$ cat src/rtl/bfp_pkg.sv
package bfp_pkg;
   typedef enum logic {
      GROW_2B = 1'b0,
      GROW_3B = 1'b1
   } growth_e;
endpackage

$ cat src/rtl/bfp_field_sel.sv
module bfp_field_sel #(
   parameter int DATA_W = 18,
   localparam int WIDE_W = DATA_W + 1
) (
   input  logic [WIDE_W-1:0] wide,
   input  logic              use_top,
   output logic [DATA_W-1:0] field,
   output logic              guard_bad
);
   // Upper field keeps the top DATA_W bits; lower field drops the guard bit.
   assign field     = use_top ? wide[WIDE_W-1 -: DATA_W] : wide[DATA_W-1:0];
   // In the lower field the guard bit must copy the field's sign bit.
   assign guard_bad = wide[WIDE_W-1] ^ wide[WIDE_W-2];
endmodule

$ cat src/rtl/bfp_lead_sign.sv
module bfp_lead_sign #(
   parameter int W = 18,
   localparam int CNT_W = $clog2(W)
) (
   input  logic [W-1:0]     v,
   output logic [CNT_W-1:0] extra
);
   logic [W-2:0] run;

   generate
      for (genvar i = W - 2; i >= 0; i--) begin : g_run
         if (i == W - 2) begin : g_head
            assign run[i] = (v[i] == v[W-1]);
         end else begin : g_chain
            assign run[i] = run[i+1] & (v[i] == v[W-1]);
         end
      end
   endgenerate

   always_comb begin
      extra = '0;
      for (int i = 0; i < W - 1; i++) begin
         extra = extra + CNT_W'(run[i]);
      end
   end
endmodule

$ cat src/rtl/bfp_shift_ctrl.sv
module bfp_shift_ctrl #(
   parameter int DATA_W    = 18,
   parameter int MAX_SHIFT = 4,
   parameter int TAG_W     = 4,
   localparam int CNT_W    = $clog2(DATA_W),
   localparam int SHIFT_W  = $clog2(MAX_SHIFT + 1),
   localparam int CW       = ((CNT_W > TAG_W) ? CNT_W : TAG_W) + 1,
   localparam int TAG_MAX  = (1 << TAG_W) - 1
) (
   input  logic               clk,
   input  logic               rst_n,
   input  logic               start,
   input  logic               pass_start,
   input  logic               pass_end,
   input  logic               sample_valid,
   input  logic [CNT_W-1:0]   sample_cnt,
   input  logic               mode3,
   output logic               first_pass,
   output logic [TAG_W-1:0]   total,
   output logic [SHIFT_W-1:0] pass_shift
);
   logic [CNT_W-1:0]   min_q;
   logic [CW-1:0]      cap, room, want;
   logic [SHIFT_W-1:0] shift_nxt;

   always_comb begin
      cap  = mode3 ? CW'(TAG_MAX) : CW'(TAG_MAX - 1);
      room = cap - CW'(total);
      want = CW'(min_q);
      if (want > CW'(MAX_SHIFT)) want = CW'(MAX_SHIFT);
      if (want > room)           want = room;
      shift_nxt = want[SHIFT_W-1:0];
   end

   always_ff @(posedge clk or negedge rst_n) begin
      if (!rst_n) begin
         min_q      <= CNT_W'(DATA_W - 1);
         total      <= '0;
         pass_shift <= '0;
         first_pass <= 1'b1;
      end else if (start) begin
         min_q      <= CNT_W'(DATA_W - 1);
         total      <= '0;
         pass_shift <= '0;
         first_pass <= 1'b1;
      end else if (pass_start) begin
         min_q <= CNT_W'(DATA_W - 1);
      end else if (pass_end) begin
         pass_shift <= shift_nxt;
         total      <= total + TAG_W'(shift_nxt);
         first_pass <= 1'b0;
      end else if (sample_valid && (sample_cnt < min_q)) begin
         min_q <= sample_cnt;
      end
   end
endmodule

$ cat src/rtl/bfp_pass_scaler.sv
module bfp_pass_scaler #(
   parameter int DATA_W    = 18,
   parameter int MAX_SHIFT = 4,
   parameter int TAG_W     = 4,
   localparam int WIDE_W   = DATA_W + 1,
   localparam int CNT_W    = $clog2(DATA_W),
   localparam int SHIFT_W  = $clog2(MAX_SHIFT + 1)
) (
   input  logic               clk,
   input  logic               rst_n,
   input  logic               growth_sel,
   input  logic               start_transform,
   input  logic               pass_start,
   input  logic               pass_end,
   input  logic               res_valid,
   input  logic [WIDE_W-1:0]  res_data,
   output logic               sel_valid,
   output logic [DATA_W-1:0]  sel_data,
   output logic [SHIFT_W-1:0] pass_shift,
   output logic [TAG_W-1:0]   scale_tag,
   output logic               zero_force
);
   import bfp_pkg::*;

   generate
      if (DATA_W < 4) begin : g_bad_width
         $error("DATA_W must be at least 4");
      end
      if (MAX_SHIFT < 1 || MAX_SHIFT >= DATA_W) begin : g_bad_shift
         $error("MAX_SHIFT must lie in 1..DATA_W-1");
      end
      if (TAG_W < 2) begin : g_bad_tag
         $error("TAG_W must be at least 2");
      end
   endgenerate

   growth_e             mode_q;
   logic                ovf_q;
   logic                first_pass;
   logic                use_top;
   logic [DATA_W-1:0]   field;
   logic                guard_bad;
   logic [CNT_W-1:0]    extra;
   logic [TAG_W-1:0]    total;

   assign use_top = (mode_q == GROW_3B) && !first_pass;

   bfp_field_sel #(.DATA_W(DATA_W)) u_sel (
      .wide      (res_data),
      .use_top   (use_top),
      .field     (field),
      .guard_bad (guard_bad)
   );

   bfp_lead_sign #(.W(DATA_W)) u_lead (
      .v     (field),
      .extra (extra)
   );

   bfp_shift_ctrl #(
      .DATA_W    (DATA_W),
      .MAX_SHIFT (MAX_SHIFT),
      .TAG_W     (TAG_W)
   ) u_ctrl (
      .clk          (clk),
      .rst_n        (rst_n),
      .start        (start_transform),
      .pass_start   (pass_start),
      .pass_end     (pass_end),
      .sample_valid (res_valid),
      .sample_cnt   (extra),
      .mode3        (mode_q == GROW_3B),
      .first_pass   (first_pass),
      .total        (total),
      .pass_shift   (pass_shift)
   );

   always_ff @(posedge clk or negedge rst_n) begin
      if (!rst_n) begin
         mode_q <= GROW_2B;
         ovf_q  <= 1'b0;
      end else if (start_transform) begin
         mode_q <= growth_e'(growth_sel);
         ovf_q  <= 1'b0;
      end else if (res_valid && (mode_q == GROW_2B) && guard_bad) begin
         ovf_q  <= 1'b1;
      end
   end

   always_ff @(posedge clk or negedge rst_n) begin
      if (!rst_n) begin
         sel_valid <= 1'b0;
         sel_data  <= '0;
      end else begin
         sel_valid <= res_valid;
         if (res_valid) sel_data <= field;
      end
   end

   assign scale_tag  = ovf_q ? '1 : total;
   assign zero_force = ovf_q;
endmodule

$ cat config.mk
export PLATFORM = sky130hd
export DESIGN_NAME = bfp_pass_scaler
export DESIGN_NICKNAME = d
export VERILOG_FILES = /design/src/rtl/bfp_pkg.sv /design/src/rtl/bfp_field_sel.sv /design/src/rtl/bfp_lead_sign.sv /design/src/rtl/bfp_shift_ctrl.sv /design/src/rtl/bfp_pass_scaler.sv
export SDC_FILE = /design/constraint.sdc
export NUM_CORES = 1
export LEC_CHECK = 0
export CAP_MARGIN = 20
export CORE_AREA = 2 2 78 80
export DETAILED_ROUTE_END_ITERATION = 10
export DIE_AREA = 0 0 80 82
export DONT_BUFFER_PORTS = 1
export PLACE_DENSITY = 0.63
export SLEW_MARGIN = 25
export SYNTH_ARGS = -nofsm -noshare
export SYNTH_HDL_FRONTEND = slang
export SYNTH_HIERARCHICAL = 1
export SYNTH_SLANG_ARGS = --single-unit
export TNS_END_PERCENT = 100
$ cat constraint.sdc
create_clock -name clk -period 15 [get_ports clk]
set_input_delay 1.5 -clock clk [delete_from_list [all_inputs] [get_ports clk]]
set_output_delay 1.5 -clock clk [all_outputs]
set_load 0.005 [all_outputs]
Word level (Yosys, flattened, before mapping)
Index checks and enable logic that the tools add are counted.
Storage, ports and cells
  flip-flop bits (word level): 34
  word-level logic and storage cells: 96
Cells by class
  add/sub/neg operators: 18
  order comparisons: 3
  equality and inequality tests: 19
  multiplexer cells: 20
  bitwise gates (word level): 18
  reduce and logical (&&, ||, !) cells: 10
Operator list (count)
  5-bit by 1-bit adder with 5-bit output: 15
  5-bit two-way mux: 5
  18-bit two-way mux: 1
  1-bit == test: 17
  1-bit bitwise AND: 16
  4-bit two-way mux: 4
  3-bit two-way mux: 4
  5-bit by 6-bit > comparator with 1-bit output: 1
  1-bit two-way mux: 6
  5-bit by 3-bit > comparator with 1-bit output (second input constant): 1
  5-bit < comparator: 1
  4-bit by 4-bit subtractor with 5-bit output: 1
  4-bit by 3-bit adder with 4-bit output: 1
  1-bit logical AND: 4
  2-bit AND reduction: 2
  2-bit nonzero test: 2
  3-bit != test (second input constant): 1
  3-bit nonzero test: 1
  1-bit by 1-bit adder with 2-bit output: 1
  2-bit != test (second input constant): 1
  1-bit logical NOT: 1
  1-bit inverter: 1
  1-bit bitwise XOR: 1

Logic depth before layout (Yosys ltp)
Gate-level depths: netlist of the first run.
  word-level depth: 42
  depth in mapped cells: 25
  depth with buffers taken out: 23

Hierarchy
Netlist of the first run, hierarchy kept.
By module, submodules not included
  bfp_shift_ctrl: times used 1, cells each 92, area each 938.4 µm²
  bfp_pass_scaler: times used 1, cells each 50, area each 852.1 µm²
  bfp_lead_sign: times used 1, cells each 82, area each 685.7 µm²
  bfp_field_sel: times used 1, cells each 21, area each 280.3 µm²

Least setup slack after synthesis of the first run
Ideal clock, no wire load.
  path type: input port to flip-flop
  from: in res_data[18]
  to: reg u_ctrl.min_q[1]
  library setup time: 121 ps
  arrival time: 6613 ps
  required time: 14879 ps
  path slack: 8266 ps
  stages: 20
  buffers on the path: 0
  path through: mux2_2 or4_4 mux2i_4 nand2_1 a21oi_1 fa_1 inv_1 fa_1 fa_1 inv_1 fa_1 fa_1 inv_1 fa_1 inv_1 ha_1 a21o_1 a21oi_2 o32ai_2 a22o_1
On the way
  longest elaborated chain between the ends: 38
  elaborated cells on any way between the ends: 58
  those cells by class: add/sub (16); order compare (1); eq/ne (17); mux (5); bitwise (16); reduce/logical (3)
RTL lines
  start: declaration: RTL line bfp_pass_scaler.sv:16  | input logic [WIDE_W-1:0] res_data,
  18-bit two-way mux (*): RTL line bfp_field_sel.sv:11  | assign field = use_top ? wide[WIDE_W-1 -: DATA_W] : wide[DATA_W-1:0];
  1-bit == test (on tied branches): RTL line bfp_lead_sign.sv:13, bfp_lead_sign.sv:15
  1-bit bitwise AND (16 in series): RTL line bfp_lead_sign.sv:15  | assign run[i] = run[i+1] & (v[i] == v[W-1]);
  1-bit by 1-bit adder with 2-bit output: RTL line bfp_lead_sign.sv:23  | extra = extra + CNT_W'(run[i]);
  5-bit by 1-bit adder with 5-bit output (14 in series): RTL line bfp_lead_sign.sv:23
  5-bit by 1-bit adder with 5-bit output (*): RTL line bfp_lead_sign.sv:23
  net extra[1]: RTL line bfp_pass_scaler.sv:43  | logic [CNT_W-1:0] extra;
  5-bit < comparator / 5-bit two-way mux (equally long branches): RTL line bfp_shift_ctrl.sv:52  | end else if (sample_valid && (sample_cnt < min_q)) begin
  1-bit logical AND / 5-bit two-way mux (equally long branches): RTL line bfp_shift_ctrl.sv:52, bfp_shift_ctrl.sv:48
  3-bit nonzero test (no line) / 5-bit two-way mux (equally long branches)
  2-bit AND reduction (no line) / 5-bit two-way mux (equally long branches)
  end signal: assignment: RTL line bfp_shift_ctrl.sv:42  | min_q <= CNT_W'(DATA_W - 1);
  end signal: assignment: RTL line bfp_shift_ctrl.sv:47  | min_q <= CNT_W'(DATA_W - 1);
  end signal: assignment: RTL line bfp_shift_ctrl.sv:53  | min_q <= sample_cnt;
  end: declaration: RTL line bfp_shift_ctrl.sv:22  | logic [CNT_W-1:0] min_q;
The timed path passes the listed nets; every way through them passes the cells marked *. The select of a mux whose other input is x is not followed.
A chain may end at the register's enable or synchronous reset.

Worst setup path after layout of the first run
  from: in res_data[18]
  to: reg u_ctrl.min_q[2]
On the way
  longest elaborated chain between the ends: 38
  elaborated cells on any way between the ends: 58
  those cells by class: add/sub (16); order compare (1); eq/ne (17); mux (5); bitwise (16); reduce/logical (3)
RTL lines (RTL line)
  18-bit two-way mux (*): bfp_field_sel.sv:11
  1-bit == test (on tied branches): bfp_lead_sign.sv:13, bfp_lead_sign.sv:15
  1-bit bitwise AND (16 in series): bfp_lead_sign.sv:15
  1-bit by 1-bit adder with 2-bit output: bfp_lead_sign.sv:23
  5-bit by 1-bit adder with 5-bit output (14 in series): bfp_lead_sign.sv:23
  5-bit by 1-bit adder with 5-bit output (*): bfp_lead_sign.sv:23
  net extra[4]: bfp_pass_scaler.sv:43
  5-bit < comparator (*): bfp_shift_ctrl.sv:52
  1-bit logical AND (*): bfp_shift_ctrl.sv:52
  3-bit nonzero test (no line) (*)
  2-bit AND reduction (no line) (*)
Marks and branches as above.

==> results.md, run 1 <==
Placement:
- The worst setup slack before clock tree synthesis is 7.832 ns.
- The weighted congestion at the end of routability-driven global placement is 0.8131.
- Summed over all nets, the half-perimeter wirelength after detailed placement is 3.900 mm.
- In this run the tool buffered the top-level ports with 0 buffer cells.

Logic synthesis:
- The average instance in the mapped netlist occupies 11.25 um^2.
- The flip-flop cell with the highest count after synthesis is sky130_fd_sc_hd__dfrtp_1.
- When the netlist entered floorplanning its net count stood at 300.
- Yosys mapped the design onto 51 distinct sky130hd cell types.
- The synthesized netlist occupies a cell area of 2756 um^2.
- Of the total synthesized cell area, the portion taken by XOR and XNOR cells is 3.813%.
- Summing the areas of all and, or, nand and nor instances in the mapped netlist gives 12.12% of the synthesized area.
- The sequential element share of the synthesized area is 31.00%.
- The adder and majority cell fraction of the synthesized area is 16.16%.
- Summing the areas of all compound-gate instances in the mapped netlist gives 10.12% of the synthesized area.
- The async set or reset register ratio after synthesis is 100.0%.
- After synthesis, the largest family of logic cells by area is multiplexers.
- For this run, the number of Yosys warnings is 6.
- In this run, synthesis inferred 0 flip-flops with an integrated enable.
- In the synthesized netlist, mux cells make up between 20 and 25% of the area.
- The register bit total from synthesis is 34.
- The number of standard cells after synthesis is 245.

GRT:
- The routing usage on met2 is 29.58%.
- The global-route wire length before repair is 8.286 mm.
- In the global route stage, met1 resource usage came out at 19.53%.
- The initial antenna violation count was 0.
- Entering global routing, the biggest net connects 35 pins.
- The global-route total usage across every layer is 16.33%.
- Global routing used 3.516% of the available met3 tracks.
- The via count of the first global-routing pass is 1734.
- The remaining global-route overflow is 0.
- The layer flagged by global routing as most heavily used is met2.

Final layout:
- In the final layout, the share of cells above drive strength 1 is 25.40%.
- The repair_antennas step left the layout with diodes totalling 0.
- Relative to the synthesized area, the layout overhead comes to 5.039%.
- For this run, the post-layout net count is 302.
- The number of filler instances in the final layout is 540.

Route:
- The first routing iteration left 34 violations.
- The first detailed-routing pass took 5 iterations.
- The overall routed net length is around 5 mm.
- Once detail routing completed, the nets flagged for antenna violations numbered 0.
- The mean number of vias per cell is ~5.4.
- The post-detailed-route wirelength per cell is between 15 and 20 um.
- The DRC violation count after routing is 0.
- The via count of the routed design is 1753.

Clock network:
- Post-CTS timing repair inserted 0 buffers for setup.
- Post-CTS repair changed the size of 0 cells.
- The CTS tree is yes.
- Counting along the longest clock path gives a buffer depth of 2.
- After clock tree synthesis, the clock-pin slew on the worst setup and hold paths is 0.07 ns.
- TritonCTS created 5 clock buffers.
- The H-tree level count is 2.
- In this run the clock root is driven by a sky130_fd_sc_hd__clkbuf_8.
- The clock reaches the later pin of the worst-skew pair after 0.28 ns.
- The clock sink total is 34.
- Buffers inserted to repair hold after CTS numbered 0.

Setup path:
- The end of the worst register-to-register path is u_ctrl/min_q[2].
- The endpoint type of the worst setup path is a flip-flop.
- Counting cells, the worst reg-to-reg path comes to 22.
- The slowest stage cell on the critical path is sky130_fd_sc_hd__or4_4.
- The source of the worst register-to-register timing path is mode_q.
- Of all nets on the critical path, the largest fanout is 23.
- The startpoint type of the worst setup path is a primary input.
- In this design, the stage delay of the slowest critical-path cell is 0.60 ns.
- Data on the critical path is required at its endpoint by between 15 and 20 ns.
- The most repeated library cell on the critical path is sky130_fd_sc_hd__fa_1.
- The launching element of the worst setup path is res_data[18].
- The register-to-register setup slack is between 8 and 9 ns.
- The critical path ends at u_ctrl/min_q[2].
- Traced cell by cell, the critical path runs through mux2_2, or4_4, mux2i_4, nand2_1, a21oi_1, fa_1, inv_1, fa_1, fa_1, inv_1, fa_1, fa_1, inv_1, fa_1, nor2b_1, o21a_1, ha_1, a21oi_1, o32ai_2, a22o_1.
- Data on the critical path arrives at its endpoint at 7.03 ns.
- By startpoint and endpoint, the worst setup path is classified as in2reg.

Power:
- Dividing total power by cell area gives a power density of 85.03 nW/um^2.
- VDD sags by at most 0.03825 mV.
- The cell leakage power is 0.001321 uW.

Die:
- The floorplan step defined a die boundary enclosing 6560 um^2.
- The horizontal die dimension is around 80 um.
- The boundary pin count is 53.
- Once the floorplan was initialized, standard cells occupied about 48% of the core.
- The floorplan has 28 rows.
- The height of the chip is 82 um.
- The placeable core region is 5746 um^2.

STA:
- For the final database, setup skew stands at roughly 0.0042 ns.
- After layout, the worst path uses 45.76% of the clock period.
- The worst setup margin is 8.136 ns.
- The final number of hold-violating endpoints is 0.
- The highest achievable clock rate is 145.7 MHz.
- The setup-violating endpoint count in the final report is 0.
- The final number of max-transition violations is 0.
- The worst path in the final design needs a cycle of between 6 and 7 ns, including I/O delays and setup.
- Setup repair after global routing left no endpoint under its margin.
- The setup total negative slack is 0 ns.

Status:
- The flow ran to the end, and the final reports show no timing, DRC or antenna violations.

Worst hold path:
- The worst min-delay path category is reg2reg.

Flow run:
- The count of max-cap constraint violations is 0.
## metrics by stage
step | std cells | total power [uW] | area, um^2 | hold slack (ns) | util [%]
finish | 323 | 246.2 | 2895 | 0.4810 | 50.39
global placement | 315 | 164.3 | 2789 | 0.4721 | 48.54
CTS | 323 | 250.1 | 2895 | 0.4795 | 50.39
floorplan | 245 | 158.5 | 2756 | 0.4479 | -
global route | 323 | 259.5 | 2895 | 0.4998 | 50.39
detailed placement | 315 | 165.1 | 2789 | 0.4682 | 48.54
## how the worst min path moves through the flow
stage,from,endpoint,slack [ns],depth (start not counted)
global placement,u_ctrl/min_q[0],u_ctrl/min_q[0],0.47,2
CTS,u_ctrl/min_q[0],u_ctrl/min_q[0],0.48,2
floorplan,u_ctrl/min_q[0],u_ctrl/min_q[0],0.45,2
finish,u_ctrl/min_q[0],u_ctrl/min_q[0],0.48,2
detailed placement,u_ctrl/min_q[0],u_ctrl/min_q[0],0.47,2
global route,u_ctrl/min_q[0],u_ctrl/min_q[0],0.50,2
## power breakdown
part | internal (uW) | switching (uW)
combinational | 30.0 | 26.1
sequential | 100 | 6.91
clock | 49.7 | 33.3
total | 180 | 66.3
## sequential cells by signal, summed over array words and instances (netlist names)
name,flops
mode_q,1
sel_data,18
sel_valid,1
u_ctrl/first_pass,1
u_ctrl/min_q,5
u_ctrl/pass_shift,3
u_ctrl/total,4
zero_force,1
## synthesized netlist by cell type (all sizes together), types with 2 or more instances
| cell type | instances | area, um^2 |
|---|---|---|
| a21o | 4 | 30.03 |
| a21oi | 11 | 70.07 |
| a22o | 7 | 61.31 |
| a2bb2oi | 2 | 17.52 |
| and3 | 3 | 20.02 |
| and4 | 2 | 17.52 |
| buf | 5 | 67.56 |
| dfrtp | 31 | 775.7 |
| dfstp | 3 | 78.83 |
| fa | 11 | 220.2 |
| ha | 18 | 225.2 |
| inv | 27 | 101.4 |
| mux2 | 38 | 499.2 |
| mux2i | 5 | 62.56 |
| nand2 | 10 | 37.54 |
| nand2b | 2 | 12.51 |
| nand3 | 5 | 37.54 |
| nand4 | 3 | 18.77 |
| nor2 | 7 | 26.28 |
| nor2b | 5 | 38.78 |
| nor3 | 7 | 40.04 |
| o211ai | 2 | 20.02 |
| o21ai | 6 | 30.03 |
| or2 | 4 | 25.02 |
| or3 | 2 | 12.51 |
| or4 | 2 | 18.77 |
| xnor2 | 5 | 43.79 |
| xor2 | 7 | 61.31 |
## worst max-delay path, delay by kind of cell
family / cells / cell delay (ns)
fa+ha+maj: 7 / 2.74
compound gates: 5 / 1.09
simple gates: 3 / 0.81
mux: 2 / 0.68
buf+inv: 3 / 0.21
## metal layers
metal  wire length [um]  up-vias  share of wire [%]
met4                 42        0               0.83
met3                211        5                4.2
met5                  0        -                  0
met2               2478       37                 49
met1               2312      844                 46
li1                   -      867                  -
## kinds of logic (layout without fill, tap and decap cells)
family | after synthesis | after routing
mux | 43 | 43
flops | 34 | 34
other cells | 1 | 1
buf+inv | 33 | 36
compound gates | 37 | 37
fa+ha+maj | 29 | 29
xor+xnor | 12 | 12
simple gates | 56 | 56
## cell type report
type	instances	area, um^2	share of cell area, %
clock inverter	1	30.03	1.037
tap	75	93.84	3.241
timing repair buffer	1	7.507	0.2593
multi-input combinational	178	1732	59.81
inverter	27	101.3	3.500
clock buffer	7	76.32	2.636
sequential	34	854.6	29.52
## cells in the final DEF (no fill, tap or decap), types with 2 or more instances in the layout
| cell | instances |
|---|---|
| sky130_fd_sc_hd__dfrtp_1 | 31 |
| sky130_fd_sc_hd__inv_1 | 27 |
| sky130_fd_sc_hd__mux2_4 | 19 |
| sky130_fd_sc_hd__mux2_2 | 19 |
| sky130_fd_sc_hd__ha_1 | 18 |
| sky130_fd_sc_hd__fa_1 | 11 |
| sky130_fd_sc_hd__nand2_1 | 10 |
| sky130_fd_sc_hd__a21oi_1 | 9 |
| sky130_fd_sc_hd__xor2_1 | 7 |
| sky130_fd_sc_hd__nor2_1 | 7 |
| sky130_fd_sc_hd__a22o_1 | 7 |
| sky130_fd_sc_hd__o21ai_0 | 6 |
| sky130_fd_sc_hd__nor3_1 | 6 |
| sky130_fd_sc_hd__clkbuf_8 | 5 |
| sky130_fd_sc_hd__xnor2_1 | 5 |
| sky130_fd_sc_hd__or2_2 | 4 |
| sky130_fd_sc_hd__nand3_1 | 4 |
| sky130_fd_sc_hd__mux2i_1 | 4 |
| sky130_fd_sc_hd__a21o_1 | 4 |
| sky130_fd_sc_hd__nand4_1 | 3 |
| sky130_fd_sc_hd__nor2b_1 | 3 |
| sky130_fd_sc_hd__dfstp_2 | 3 |
| sky130_fd_sc_hd__clkbuf_1 | 2 |
| sky130_fd_sc_hd__nand2b_1 | 2 |
| sky130_fd_sc_hd__or3_1 | 2 |
| sky130_fd_sc_hd__a2bb2oi_1 | 2 |
| sky130_fd_sc_hd__and4_1 | 2 |
| sky130_fd_sc_hd__and3_1 | 2 |
Note: power is estimated with default switching activity, not from simulation.
==> inputs of run 2 (changes only) <==
clock period = 6.45 ns   (was 15 ns; I/O delays follow)
==> run 2 against run 1 <==
  * Non-clock buffer count up 3
  * Register-to-register slack worse by 8.1 ns
  * Via count up 2.2%
  * Setup slack worse by 7.9 ns
  * Cell area up 1.3%
  * Total power up 130%
  * Cell count up 0.93%
  * Hold slack worse by 0.43 ns
  * Sequential share of layout area down 0.38 points
  * Global-route usage up 0.42 points
  * Routed wire length up 0.89%
  * Clock power up 130%
  * Largest power group unchanged
==> results.md, run 2 (synthesis results as in run 1) <==
STA:
- The final worst clock skew came to 0.004999 ns (+0.0008199 ns).
- The final number of max-transition violations is 0 (unchanged).
- The setup total negative slack is 0 ns (unchanged).
- The final number of hold-violating endpoints is 0 (unchanged).
- The post-route clock period utilization is 95.75%.
- For this run, the top clock speed supported by timing is 161.9 MHz.
- The setup-violating endpoint count in the final report came to 0 (unchanged).
- Setup repair after global routing left no endpoint under its margin.
- The shortest clock period the worst path allows after layout is about 6.2 ns.

Setup path:
- The startpoint type of the worst setup path is a flip-flop.
- The most repeated library cell on the critical path is sky130_fd_sc_hd__fa_1.
- The worst stage delay on the critical path was 0.53 ns (-0.07 ns).
- The critical path goes through nor2b_2, buf_6, mux2_4, or4_4, mux2i_4, buf_4, nand3_4, inv_1, fa_1, inv_1, fa_1, fa_1, inv_1, fa_1, fa_1, inv_1, fa_1, inv_1, ha_1, a21o_1, a21oi_2, o32ai_2, a22o_1.
- The endpoint type of the worst setup path is a flip-flop.
- The critical path's top delay family is adder cells.
- The slowest stage cell on the critical path is sky130_fd_sc_hd__or4_4.
- The largest fanout on the critical path is 11 (-52%).
- The critical path is of the reg2reg type.
- The data required time at the worst endpoint was 6.63 ns (-8.54 ns).
- The sum of buffers and inverters on the critical path is 7 (+4).
- The arrival time of the worst setup path is 6.35 ns (-0.68 ns).

Die:
- The effective utilization at floorplan is 47.97% (unchanged).
- The area of the die is 6560 um^2 (unchanged).
- The height of the chip is 82 um (unchanged).
- The boundary pin count is 53 (unchanged).
- The horizontal die dimension came to 80 um (unchanged).
- The number of placement rows is 28 (unchanged).
- The placeable core region is 5746 um^2 (unchanged).

Placement:
- The placed standard-cell area came to 2811 um^2 (+0.81%).
- The weighted congestion at the end of routability-driven global placement is 0.8278 (+1.8%).
- The detailed-placement wirelength estimate was 3.970 mm (+1.8%).
- The number of input and output port buffers inserted is 0 (unchanged).
- The cell count after placement is 318 (+0.95%).

Worst hold path:
- In this run the worst hold path is classified as in2async.

Power:
- The share of total power in combinational logic came to 23.6% (+0.8 points).
- The clock group share of total power is 32.9% (-0.8 points).
- The relative contribution of sequential cells to total power was 43.6% (about the same).
- The power density over the cells is 194.6 nW/um^2 (+130%).
- The post-route total power is 570.8 uW (+130%).
- The net switching component of the power is 157.7 uW (+140%).
- The highest ir drop seen on vdd is 0.09786 mV (+160%).
- The switching power share of the total is 27.63% (+0.69 points).
- The cell leakage power came to 0.001340 uW (+1.5%).
- The internal power contribution is 413.1 uW (+130%).

GRT:
- The global-route total usage across every layer is 16.75% (+0.42 points).
- The global-route wire length before repair is 8.383 mm (+1.2%).
- The remaining global-route overflow is 0 (unchanged).
- The initial antenna violation count is 0 (unchanged).
- The via count of the first global-routing pass is 1770 (+2.1%).
- The largest net degree at the start of global routing was 35 (unchanged).

Final layout:
- The net count of the finished layout is 305 (+0.99%).
- The antenna cell count is 0 (unchanged).
- Leaving out fill and tap cells, the most frequent cells in the layout are sky130_fd_sc_hd__dfrtp_1, sky130_fd_sc_hd__inv_1, sky130_fd_sc_hd__mux2_4, sky130_fd_sc_hd__mux2_2, sky130_fd_sc_hd__ha_1.
- The number of flip-flops in the largest register is 18 (unchanged).
- The total non-filler cell area in the finished layout is 2933 um^2 (+1.3%).
- The fraction of final layout cells with drive strength greater than 1 is 27.89% (+2.5 points).
- The register containing the most flip-flops in the final layout is sel_data.
- The largest registers in the layout are sel_data: 18 flops, u_ctrl/min_q: 5 flops, u_ctrl/total: 4 flops.
- The area added between synthesis and finish is 6.400%.
- The count of non-filler cells in the finished layout came to 326 (+0.93%).
- The most common library cell in the layout ignoring fill and taps is sky130_fd_sc_hd__dfrtp_1.

Clock network:
- The master cell of the clock root buffer is sky130_fd_sc_hd__clkbuf_8.
- The largest buffer count on any clock path is 2 (unchanged).
- The CTS tree is yes.
- The clock sink total is 34 (unchanged).
- The number of setup buffers added after CTS came to 0 (unchanged).
- The post-CTS clock slew at the launch and capture registers of the worst setup and hold paths is 0.07 ns (about the same).
- The clock latency at the later pin of the worst-skew pair is 0.28 ns (about the same).
- The TritonCTS buffer count was 5 (unchanged).
- The H-tree level count came to 2 (unchanged).

Route:
- The overall routed net length came to 5.089 mm (+0.89%).
- The detailed router's first-iteration violation count was 38 (+12%).
- The via count of the routed design is 1792 (+2.2%).
- The post-detailed-route wirelength per cell is 15.61 um (about the same).
- The count of antenna-violating nets left after detailed routing is 0 (unchanged).
- The mean number of vias per cell is 5.497 (+1.3%).
- The length of the first detailed-routing pass in iterations is 4 (-1).
- The DRC violation count after routing was 0 (unchanged).

Status:
- The run finished with clean final reports.

Flow run:
- The count of max-cap constraint violations was 0 (unchanged).
run 2: cell types whose count changed in the layout (fill, tap and decap cells not counted), sizes merged:
cell    previous run  this run
buf                1         4
bufinv             1         0
clkbuf             7         8
run 2: area by class of cell:
cell class                      instances  area [um^2]
Clock buffer                            8        110.1
Fill cell                             542         2813
Inverter                               27        101.3
Multi-Input combinational cell        178         1739
Sequential cell                        34        854.6
Tap cell                               75        93.84
Timing Repair Buffer                    4        33.78
run 2: metal layers:
| metal | global-route usage [%] | routed length, um | vias up |
|---|---|---|---|
| met5 | 0 | 0 | - |
| met1 | 20.74 | 2245 | 879 |
| met3 | 3.516 | 229 | 5 |
| li1 | - | - | 874 |
| met4 | 6.102 | 61 | 0 |
| met2 | 28.83 | 2552 | 34 |
run 2: path summary, 6_finish.rpt:
| kind | startpoint | end | slack [ns] | depth (start not counted) |
|---|---|---|---|---|
| setup / recovery | mode_q | u_ctrl/min_q[2] | 0.27 | 23 |
| hold / removal | rst_n | sel_data[15] | 0.05 | 0 |
| setup reg to reg | mode_q | u_ctrl/min_q[2] | 0.27 | 23 |
| hold reg to reg | u_ctrl/min_q[0] | u_ctrl/min_q[0] | 0.50 | 2 |
| max in group asynchronous | rst_n | u_ctrl/min_q[4] | 6.23 | 0 |
| min in group clk | res_valid | sel_valid | 0.39 | 0 |
run 2: worst register-to-register path, cell delays in order (launching register included):
cell	delay, ns
sky130_fd_sc_hd__dfrtp_1	0.37
sky130_fd_sc_hd__nor2b_2	0.23
sky130_fd_sc_hd__buf_6	0.21
sky130_fd_sc_hd__mux2_4	0.35
sky130_fd_sc_hd__or4_4	0.53
sky130_fd_sc_hd__mux2i_4	0.16
sky130_fd_sc_hd__buf_4	0.16
sky130_fd_sc_hd__nand3_4	0.09
sky130_fd_sc_hd__inv_1	0.09
sky130_fd_sc_hd__fa_1	0.40
sky130_fd_sc_hd__inv_1	0.08
sky130_fd_sc_hd__fa_1	0.44
sky130_fd_sc_hd__fa_1	0.51
sky130_fd_sc_hd__inv_1	0.05
sky130_fd_sc_hd__fa_1	0.45
sky130_fd_sc_hd__fa_1	0.40
sky130_fd_sc_hd__inv_1	0.08
sky130_fd_sc_hd__fa_1	0.40
sky130_fd_sc_hd__inv_1	0.09
sky130_fd_sc_hd__ha_1	0.23
sky130_fd_sc_hd__a21o_1	0.16
sky130_fd_sc_hd__a21oi_2	0.19
sky130_fd_sc_hd__o32ai_2	0.14
sky130_fd_sc_hd__a22o_1	0.25
run 2: through the flow:
step	utilization, %	worst slack [ns]	hold WS (ns)
floorplan	-	0.3666	0.3494
global placement	48.93	0.3209	0.3504
detailed placement	48.93	0.2285	0.3506
CTS	50.85	0.2225	0.03518
global route	51.05	0.02145	0.02951
finish	51.05	0.2741	0.04689
run 2: what timing repair did:
action	4_1_cts	5_1_grt
endpoints found under the setup margin	0	5
hold buffers	0	0
resized for setup	0	3
hold endpoints to repair	0	0
run 2: power groups by stage:
| stage | registers [uW] | logic (uW) | clock network [uW] |
|---|---|---|---|
| 5_1_grt | 252 | 149 | 202 |
| 2_1_floorplan | 248 | 120 | 0 |
| 6_report | 249 | 134 | 188 |
| 3_3_place_gp | 253 | 131 | 0 |
| 3_5_place_dp | 253 | 134 | 0 |
| 4_1_cts | 249 | 134 | 197 |
